**src/rtl/seg_frame_shifter.sv**
```systemverilog
module seg_frame_shifter #(
  parameter int DEPTH = 16,
  parameter int MAXW  = 4,
  parameter int TDRB  = 8
) (
  input  logic                 clk,
  input  logic                 rst_n,
  input  logic                 op_valid,
  output logic                 op_ready,
  input  logic                 op_is_n2,
  input  logic                 next_is_n2,
  input  logic [TDRB*8-1:0]    tdr,
  input  logic [3:0]           n1_len,
  input  logic                 n1_tx_en,
  input  logic                 n1_rx_en,
  input  logic [3:0]           n2_len,
  input  logic                 n2_tx_en,
  input  logic                 n2_rx_en,
  input  logic [1:0]           ecc_ctrl,
  input  logic                 rdr_full,
  input  logic [2:0]           word_len,
  output logic                 spi_req_valid,
  input  logic                 spi_req_ready,
  output logic [MAXW*8-1:0]    spi_req_word,
  input  logic                 spi_rsp_valid,
  input  logic [MAXW*8-1:0]    spi_rsp_word,
  output logic                 rx_out_valid,
  output logic [7:0]           rx_out_byte,
  output logic                 op_done,
  output logic                 op_stop,
  output logic                 tdr_clr,
  output logic                 cap_err,
  output logic                 no_n1_err,
  output logic                 fifo_ovf
);
  localparam int AW = $clog2(DEPTH);
  localparam int CW = $clog2(DEPTH + 1);
  localparam int WB = MAXW * 8;

  typedef enum logic [2:0] {S_IDLE, S_BUILD, S_SEND, S_WAIT, S_DRAIN} st_t;
  st_t st;

  logic [7:0]    tx_mem [DEPTH];
  logic [7:0]    rx_mem [DEPTH];
  logic [CW-1:0] tx_cnt, tx_rd, rx_cnt, rx_rd;
  logic          n1_done, seg_is_n2, seg_tx, send_after;
  logic [3:0]    n1_txb, seg_len, seg_k;
  logic          done_q, stop_q, clr_q, cap_q, non1_q, ovf_q;

  logic [3:0] lim, n1_cl, n2_cl;
  logic       n1_over, n2_over;
  assign lim     = (ecc_ctrl == 2'd0 || ecc_ctrl == 2'd2) ? 4'(TDRB + 1) : 4'(TDRB);
  assign n1_over = n1_len > lim;
  assign n2_over = n2_len > lim;
  assign n1_cl   = n1_over ? lim : n1_len;
  assign n2_cl   = n2_over ? lim : n2_len;

  logic [2:0] wl;
  assign wl = (word_len == 3'd0 || int'(word_len) > MAXW) ? 3'(MAXW) : word_len;

  logic [4:0] off;
  logic [7:0] bld_byte;
  always_comb begin
    off      = seg_is_n2 ? ({1'b0, n1_txb} + {1'b0, seg_k}) : {1'b0, seg_k};
    bld_byte = 8'hFF;
    if (seg_tx && int'(off) < TDRB) bld_byte = tdr[8*(TDRB-1-int'(off)) +: 8];
  end

  logic [CW:0] pi;
  always_comb begin
    spi_req_word = '0;
    pi = '0;
    for (int i = 0; i < MAXW; i++) begin
      if (i < int'(wl)) begin
        pi = {1'b0, tx_rd} + (CW+1)'(i);
        spi_req_word = (spi_req_word << 8) |
                       WB'((pi < {1'b0, tx_cnt}) ? tx_mem[pi[AW-1:0]] : 8'h00);
      end
    end
  end

  logic [MAXW-1:0] rx_we;
  logic [AW-1:0]   rx_wi [MAXW];
  logic [7:0]      rx_wb [MAXW];
  logic [CW:0]     pj, rk;
  logic            rx_drop;
  always_comb begin
    rk = {1'b0, rx_cnt};
    pj = '0;
    rx_drop = 1'b0;
    for (int i = 0; i < MAXW; i++) begin
      rx_we[i] = 1'b0;
      rx_wi[i] = '0;
      rx_wb[i] = 8'(spi_rsp_word >> (8 * (int'(wl) - 1 - i)));
      pj = {1'b0, tx_rd} + (CW+1)'(i);
      if (i < int'(wl) && pj < {1'b0, tx_cnt}) begin
        if (rk < (CW+1)'(DEPTH)) begin
          rx_we[i] = 1'b1;
          rx_wi[i] = rk[AW-1:0];
          rk = rk + 1'b1;
        end else rx_drop = 1'b1;
      end
    end
  end

  assign op_ready      = st == S_IDLE;
  assign spi_req_valid = st == S_SEND && tx_rd < tx_cnt;
  assign rx_out_valid  = st == S_DRAIN && rx_rd < rx_cnt;
  assign rx_out_byte   = rx_mem[rx_rd[AW-1:0]];
  assign op_done   = done_q;
  assign op_stop   = stop_q;
  assign tdr_clr   = clr_q;
  assign cap_err   = cap_q;
  assign no_n1_err = non1_q;
  assign fifo_ovf  = ovf_q;

  always_ff @(posedge clk or negedge rst_n) begin
    if (!rst_n) begin
      st <= S_IDLE;
      tx_cnt <= '0; tx_rd <= '0; rx_cnt <= '0; rx_rd <= '0;
      n1_done <= 1'b0; n1_txb <= '0; seg_is_n2 <= 1'b0; seg_tx <= 1'b0;
      seg_len <= '0; seg_k <= '0; send_after <= 1'b0;
      done_q <= 1'b0; stop_q <= 1'b0; clr_q <= 1'b0;
      cap_q <= 1'b0; non1_q <= 1'b0; ovf_q <= 1'b0;
    end else begin
      done_q <= 1'b0; stop_q <= 1'b0; clr_q <= 1'b0;
      case (st)
        S_IDLE: if (op_valid) begin
          cap_q <= 1'b0; non1_q <= 1'b0; ovf_q <= 1'b0; seg_k <= '0;
          if (!op_is_n2) begin
            if (n1_rx_en && rdr_full) begin
              done_q <= 1'b1; stop_q <= 1'b1;
            end else begin
              cap_q <= n1_over; seg_len <= n1_cl; seg_tx <= n1_tx_en;
              seg_is_n2 <= 1'b0; n1_txb <= n1_tx_en ? n1_cl : 4'd0;
              send_after <= !next_is_n2; st <= S_BUILD;
            end
          end else if (!n1_done) begin
            non1_q <= 1'b1; done_q <= 1'b1; stop_q <= 1'b1;
          end else if (n2_rx_en && rdr_full) begin
            done_q <= 1'b1; stop_q <= 1'b1;
          end else begin
            cap_q <= n2_over; seg_len <= n2_cl; seg_tx <= n2_tx_en;
            seg_is_n2 <= 1'b1; send_after <= 1'b1; st <= S_BUILD;
          end
        end
        S_BUILD: if (seg_k == seg_len) begin
          if (!seg_is_n2) n1_done <= 1'b1;
          if (send_after) st <= S_SEND;
          else begin done_q <= 1'b1; st <= S_IDLE; end
        end else begin
          seg_k <= seg_k + 4'd1;
          if (tx_cnt < CW'(DEPTH)) begin
            tx_mem[tx_cnt[AW-1:0]] <= bld_byte;
            tx_cnt <= tx_cnt + 1'b1;
          end else ovf_q <= 1'b1;
        end
        S_SEND: begin
          if (tx_rd >= tx_cnt) st <= S_DRAIN;
          else if (spi_req_ready) st <= S_WAIT;
        end
        S_WAIT: if (spi_rsp_valid) begin
          for (int i = 0; i < MAXW; i++)
            if (rx_we[i]) rx_mem[rx_wi[i]] <= rx_wb[i];
          rx_cnt <= rk[CW-1:0];
          if (rx_drop) ovf_q <= 1'b1;
          tx_rd <= tx_rd + CW'(wl);
          st <= S_SEND;
        end
        S_DRAIN: begin
          if (rx_rd < rx_cnt) rx_rd <= rx_rd + 1'b1;
          else begin
            tx_cnt <= '0; tx_rd <= '0; rx_cnt <= '0; rx_rd <= '0;
            done_q <= 1'b1;
            if (seg_is_n2) begin n1_done <= 1'b0; clr_q <= seg_tx; end
            st <= S_IDLE;
          end
        end
        default: st <= S_IDLE;
      endcase
    end
  end

  assert_req_hold_R11: assert property (@(posedge clk) disable iff (!rst_n)
    spi_req_valid && !spi_req_ready |=> spi_req_valid && $stable(spi_req_word));
  assert_one_outstanding_R11: assert property (@(posedge clk) disable iff (!rst_n)
    spi_req_valid && spi_req_ready |=> !spi_req_valid);
  assert_stop_has_done_R4: assert property (@(posedge clk) disable iff (!rst_n)
    op_stop |-> op_done && !spi_req_valid);
  assert_clr_at_end_R10: assert property (@(posedge clk) disable iff (!rst_n)
    tdr_clr |-> op_done && !op_stop);
  assert_no_n1_stops_R5: assert property (@(posedge clk) disable iff (!rst_n)
    $rose(no_n1_err) |-> op_stop);
  assert_no_overflow_R9: assert property (@(posedge clk) disable iff (!rst_n)
    tx_cnt <= CW'(DEPTH) && rx_cnt <= tx_cnt);
  assert_drain_quiet_R8: assert property (@(posedge clk) disable iff (!rst_n)
    rx_out_valid |-> !spi_req_valid && !op_ready);
endmodule

```
**config.mk**
```make
export PLATFORM = sky130hd
export DESIGN_NAME = seg_frame_shifter
export DESIGN_NICKNAME = d
export VERILOG_FILES = /design/src/rtl/seg_frame_shifter.sv
export SDC_FILE = /design/constraint.sdc
export NUM_CORES = 1
export LEC_CHECK = 0
export BUFFER_PORTS_ARGS = -buffer_cell sky130_fd_sc_hd__buf_2
export CAP_MARGIN = 20
export CORE_ASPECT_RATIO = 1.5
export CORE_MARGIN = 4
export CORE_UTILIZATION = 40
export DETAILED_ROUTE_END_ITERATION = 12
export GPL_TIMING_DRIVEN = 0
export PLACE_DENSITY = 0.59
export SYNTH_ARGS = -nofsm -noshare
export SYNTH_HDL_FRONTEND = slang
export SYNTH_SLANG_ARGS = --single-unit
```
**constraint.sdc**
```tcl
create_clock -name clk -period 9.2 [get_ports clk]
set_clock_uncertainty 0.1 [all_clocks]
set_input_delay 1.38 -clock clk [delete_from_list [all_inputs] [get_ports clk]]
set_output_delay 1.38 -clock clk [all_outputs]
set_load 0.02 [all_outputs]
```
* After elaboration in Yosys (flattened, before gate mapping)
Memories as Yosys holds them, arrays and structs flattened.
Cells that the tools add are included.
** Word-level totals
- Flip-flop bits (word level) :: 45
- Bits of input ports :: 121
- Logic and storage cells :: 258
- Latch bits :: 0
- Memories kept :: 2
- Bits in writable memories :: 256
- Memory bits (read-only) :: 0
- Output and inout bits :: 49
** Operators by class
- Bitwise operators :: 5
- $mul :: 0
- Shift operators :: 5
- $lt $le $gt $ge :: 20
- Div/mod/pow operators :: 0
- Add/subtract/negate cells :: 17
- Equality and inequality tests :: 23
- Mux-type cells :: 135
- Reduce and logical (&&, ||, !) cells :: 33
** Memory list
- rx_mem :: words 16, bits a word 8, read ports 1, clocked after Yosys merged registers in 0, wr ports 4, RTL line 44 : logic [7:0] rx_mem [DEPTH];
- tx_mem :: words 16, bits a word 8, read ports 4, clocked after Yosys merged registers in 0, wr ports 1, RTL line 43 : logic [7:0] tx_mem [DEPTH];
** Operators with widths (count)
- right shift 32 x 32 -> 8 bit :: 4
- 2-to-1 mux 1 bit :: 74
- 2-to-1 mux 4 bit :: 17
- 2-to-1 mux 32 bit :: 2
- bitwise OR 32 x 8 -> 32 bit :: 2
- variable part select 64 x 9 -> 8 bit :: 1
- 2-to-1 mux 8 bit :: 6
- 2-to-1 mux 5 bit :: 9
- 2-to-1 mux 6 bit :: 6
- 2-to-1 mux 3 bit :: 11
- case mux 5 bit (2 select lines) :: 3
- != test 2 bit, second input constant :: 12
- < comparator 6 x 5 -> 1 bit :: 3
- < comparator 6 x 5 -> 1 bit, second input constant :: 3
- 2-to-1 mux 16 bit :: 1
- bitwise OR 16 x 8 -> 16 bit :: 1
- adder 5 x 1 -> 5 bit, second input constant :: 3
- < comparator 5 bit :: 3
- case mux 3 bit (5 select lines) :: 1
- logical AND 1 bit :: 14
- adder 5 x 1 -> 6 bit, second input constant :: 2
- adder 5 x 2 -> 6 bit, second input constant :: 2
- adder 6 x 1 -> 6 bit, second input constant :: 2
- < comparator 5 bit, second input constant :: 2
- other kinds (38) :: 54

* Depth between registers and ports, before layout
- Depth after elaboration :: 20
- Depth in mapped cells :: 29
- Depth with buffers taken out :: 23

* Worst setup path after synthesis
Ideal clock, no wire load.
- Kind :: register -> register
- Start :: register tx_rd[1]
- End :: memory rx_mem[5][0] (enable)
- Buffers on the path :: 5
- Required time :: 8763 ps
- Path slack :: 1276 ps
- Arrival time :: 7487 ps
- Setup time :: 337 ps
- Stages on the path, launching flop included :: 28
- Cells stage by stage :: dfrtp_1 buf_1 clkbuf_1 clkbuf_1 inv_1 ha_1 nand4b_1 o22ai_2 nor3_1 or2_2 inv_1 clkbuf_1 ha_1 nand3_1 and2_1 clkbuf_1 inv_1 ha_1 inv_1 nor2_1 a32o_1 a211o_1 inv_1 ha_1 nand2_1 a2111oi_4 nand4b_2 nand3_1
** RTL lines
- from (decl) :: RTL line 45 : logic [CW-1:0] tx_cnt, tx_rd, rx_cnt, rx_rd;
- from (signal assigned) :: RTL line 167 : tx_rd <= tx_rd + CW'(wl);
- to (decl) :: RTL line 44

==> results.ini <==
[status]
outcome = completed

[timing]
tns_ps = 0
fin_crit_sh_pct = 95.3
period_minus_slack_ps = 8760
maxSlewViolCount = 0
setup_viol_count_final = 0
rsz0062_at_grt = no
worstMarginPinSlew_ps = 1190
hold_violations = 0
max_freq_mhz = 114
slew_headroom_pct = 20.6
fin_ws_ps = 435
hold_ws_ps = 378

[synthesis]
yosys_warnings = 0
synth_nets = 2237
syn_area_mm2 = 0.0240
yosysUniqueCellTypes = 87
ys.flop_type = edfxtp_1
syn_avg_cell_area_um2 = 11.7
synth_cells = 2056
yosys_register_bits = 301
yosysSeqAreaShare_pct = 36.7
synth_edf_count = 256
async_flop_share_pct = 15.0

[worst_setup_path]
reg2reg_setup_slack_ps = 440
critPathTopFamily = buffers and inverters
arrival_ps = 8920
worst-path-max-fanout = 11
start_kind = flop
cp-end-kind = flop
crit_type = reg2reg
cp_num_buf_inv = 11
crit_slowest_cell = clkbuf_2
crit_required_ps = 9360
r2r_cells = 27
r2r_start = tx_rd[0]
reg2reg_to = rx_mem[2][3]
cp_common_cell = inv_1
slowest_delay_ps = 440

[grt]
grt_busiest_layer = met2
grt_pass1_vias = 20600
grt-ovfl-total = 0
track_usage_pct = 27.9
grt_max_degree = 27
use_met1_pct = 26.8
grt_pass1_wl_um = 133000
grt_antenna_before_repair = 1
grt_use_met2_pct = 52.1
grtUsageMet3_pct = 3.99

[routing]
first_pass_iters = 5
num_vias = 19800
drtAntennaViolNets = 0
wl_um = 92600
drt_iter0_drc = 1503
viasPerCell = 6.39
drc = 0
routedWlPerCell_um = 29.9

[placed_design]
dp.cells = 3034
hpwl_um = 71900
port_buffers = 168
place.gp.congestion = 1.06
pre_cts_ws_ps = -1850

[worst_hold_path]
hold_start = no_n1_err
min_to = no_n1_err
hold_path.class = reg2reg
min_path_cells = 2

[clock_tree]
cts_hold_buf = 0
cts_buffers = 31
clock_latency_ps = 610
cts_tree = built
clock_path_buffers = 3
htreeDepth = 1
cts_sinks = 301
clkSlewWorstSetupHoldPaths_ps = 60
cts_root_buffer = clkbuf_16

[layout]
n_fill_cell = 5489
diodes = 0
drive_gt1_share_pct = 24.8
nNetsFinal = 2480
area_growth_pct = 14.6
final_cell_count_no_fill = 3100

[pwr]
p_leak_nw = 9.74
powerDensity_mw_per_mm2 = 332
vdd_drop_max_uv = 271
power_w = 0.00914

[die]
die_x_um = 208
start_util_pct = 40.6
dieArea_mm2 = 0.0641
die_height_um = 308
rows = 109
core_mm2 = 0.0592
ios = 170

[run]
maxCapViolCount = 0

## cells in the mapped netlist, drive strengths merged, types with 5 or more instances
cell     instances  share of area (%)
xnor2           15               0.55
o21a             6               0.19
a211oi          26               0.98
a21o            14               0.44
o22ai           10               0.29
a22o             9               0.33
o2111ai          9               0.33
o211ai          16               0.83
o21ai          184                3.8
nor2            71                1.1
or3             11               0.29
nand3           61                1.3
and2            35               0.91
inv             35               0.55
nand2b           8               0.21
mux2i          302                 13
nand4b           9               0.53
nand2          265                4.1
nor3            26               0.58
edfxtp         256                 32
a21oi           26               0.54
ha              58                3.0
dfrtp           45                4.7
and3            21               0.55
a22oi           13               0.41
nand4           16               0.48
a2111oi          8               0.50
nor4            20                1.0
mux4           216                 20
clkbuf         122                1.9
o31ai           10               0.31
mux2            13               0.61
a31oi            5               0.13
buf             47               0.90
nor2b            9               0.23
xor2             8               0.29
## state kept, by name, summed over array words and instances (netlist names), 3 cells and up
signal,count
rx_mem,128
tx_mem,128
rx_cnt,5
rx_rd,5
tx_cnt,5
tx_rd,5
n1_txb,4
seg_k,4
seg_len,4
st,3
## how the worst max path moves through the flow
stage           startpoint      endpoint  slack, ps  cells after the start
2_1_floorplan     tx_rd[1]  rx_mem[5][0]       1280                     27
3_3_place_gp      tx_rd[1]  rx_mem[1][5]      -1890                     27
3_5_place_dp      tx_rd[1]  rx_mem[2][5]      -1850                     27
4_1_cts        word_len[0]  rx_mem[6][5]         30                     24
5_1_grt           tx_rd[0]  rx_mem[2][1]         40                     27
6_report          tx_rd[0]  rx_mem[2][3]        440                     27
## power by group
group	total (W)	leakage (nW)	switching (W)	internal, W
Sequential	0.00188	2.89	0.0000923	0.00179
Clock	0.00151	0.572	0.000591	0.000923
Combinational	0.00574	6.28	0.00371	0.00204
Total	0.00914	9.74	0.00439	0.00475
## metal layers
layer / share of wire (%) / vias to the layer above
li1: - / 8583
met1: 31 / 9759
met2: 52 / 1040
met3: 5.7 / 426
met4: 11 / 0
met5: 0 / -
## what timing repair did
action | in CTS | in global routing
gates resized for setup | 17 | 7
hold endpoints to repair | 0 | 0
endpoints found under the setup margin | 248 | 106
pin swaps | 1 | 0
buffers inserted | 2 | 0
## kinds of logic after synthesis
family / share of synthesized area [%]
DFF: 36.7
and+or+nand+nor: 11.9
muxes: 33.4
AOI/OAI and AO/OA: 10.5
xor gates and xnor gates: 0.933
buffers and inverters: 3.37
adders and majority gates: 3.19
## cell type report
class / count / area [um2] / share of cell area, %
buffer: 166 / 684 / 2.49
clock buffer: 32 / 779 / 2.83
timing repair buffer: 213 / 1280 / 4.64
tap: 777 / 972 / 3.53
clock inverter: 25 / 413 / 1.50
multi-input combinational: 1550 / 14500 / 52.5
sequential: 301 / 8810 / 32.0
inverter: 36 / 135 / 0.491
## layout by cell type (no fill, tap or decap), types with 8 or more instances in the layout
cell type	instances
o2111ai_1	9
o31ai_1	8
or3_1	11
and3_1	21
buf_4	17
nand3_1	60
nand4_1	15
bufinv_16	11
dfrtp_1	45
inv_1	34
a22oi_1	13
a21o_1	14
nor2_1	70
buf_2	193
mux2_2	13
nor3_1	24
nand2b_1	8
mux4_2	216
o22ai_1	9
o21ai_1	31
buf_1	23
nand2_1	264
ha_1	58
edfxtp_1	256
xnor2_1	14
o21ai_0	152
clkbuf_16	31
and2_1	33
a211oi_1	21
a21oi_1	26
mux2i_1	302
a22o_1	9
buf_6	10
clkbuf_1	116
nor4_1	10
nor2b_1	9
## worst register-to-register path: cells and delay by family (launching register included)
kind | cells | cell delay, ps
DFF | 1 | 420
adders and majority gates | 4 | 1100
and+or+nand+nor | 8 | 2380
AOI/OAI and AO/OA | 4 | 1330
buffers and inverters | 11 | 3090
## stage by stage
step | cell area, um2 | utilization [%]
floorplan | 24000 | -
global placement | 25800 | 43.6
detailed placement | 26200 | 44.2
CTS | 27400 | 46.3
global route | 27500 | 46.5
finish | 27500 | 46.5
Power figures use the tool's default switching activity.
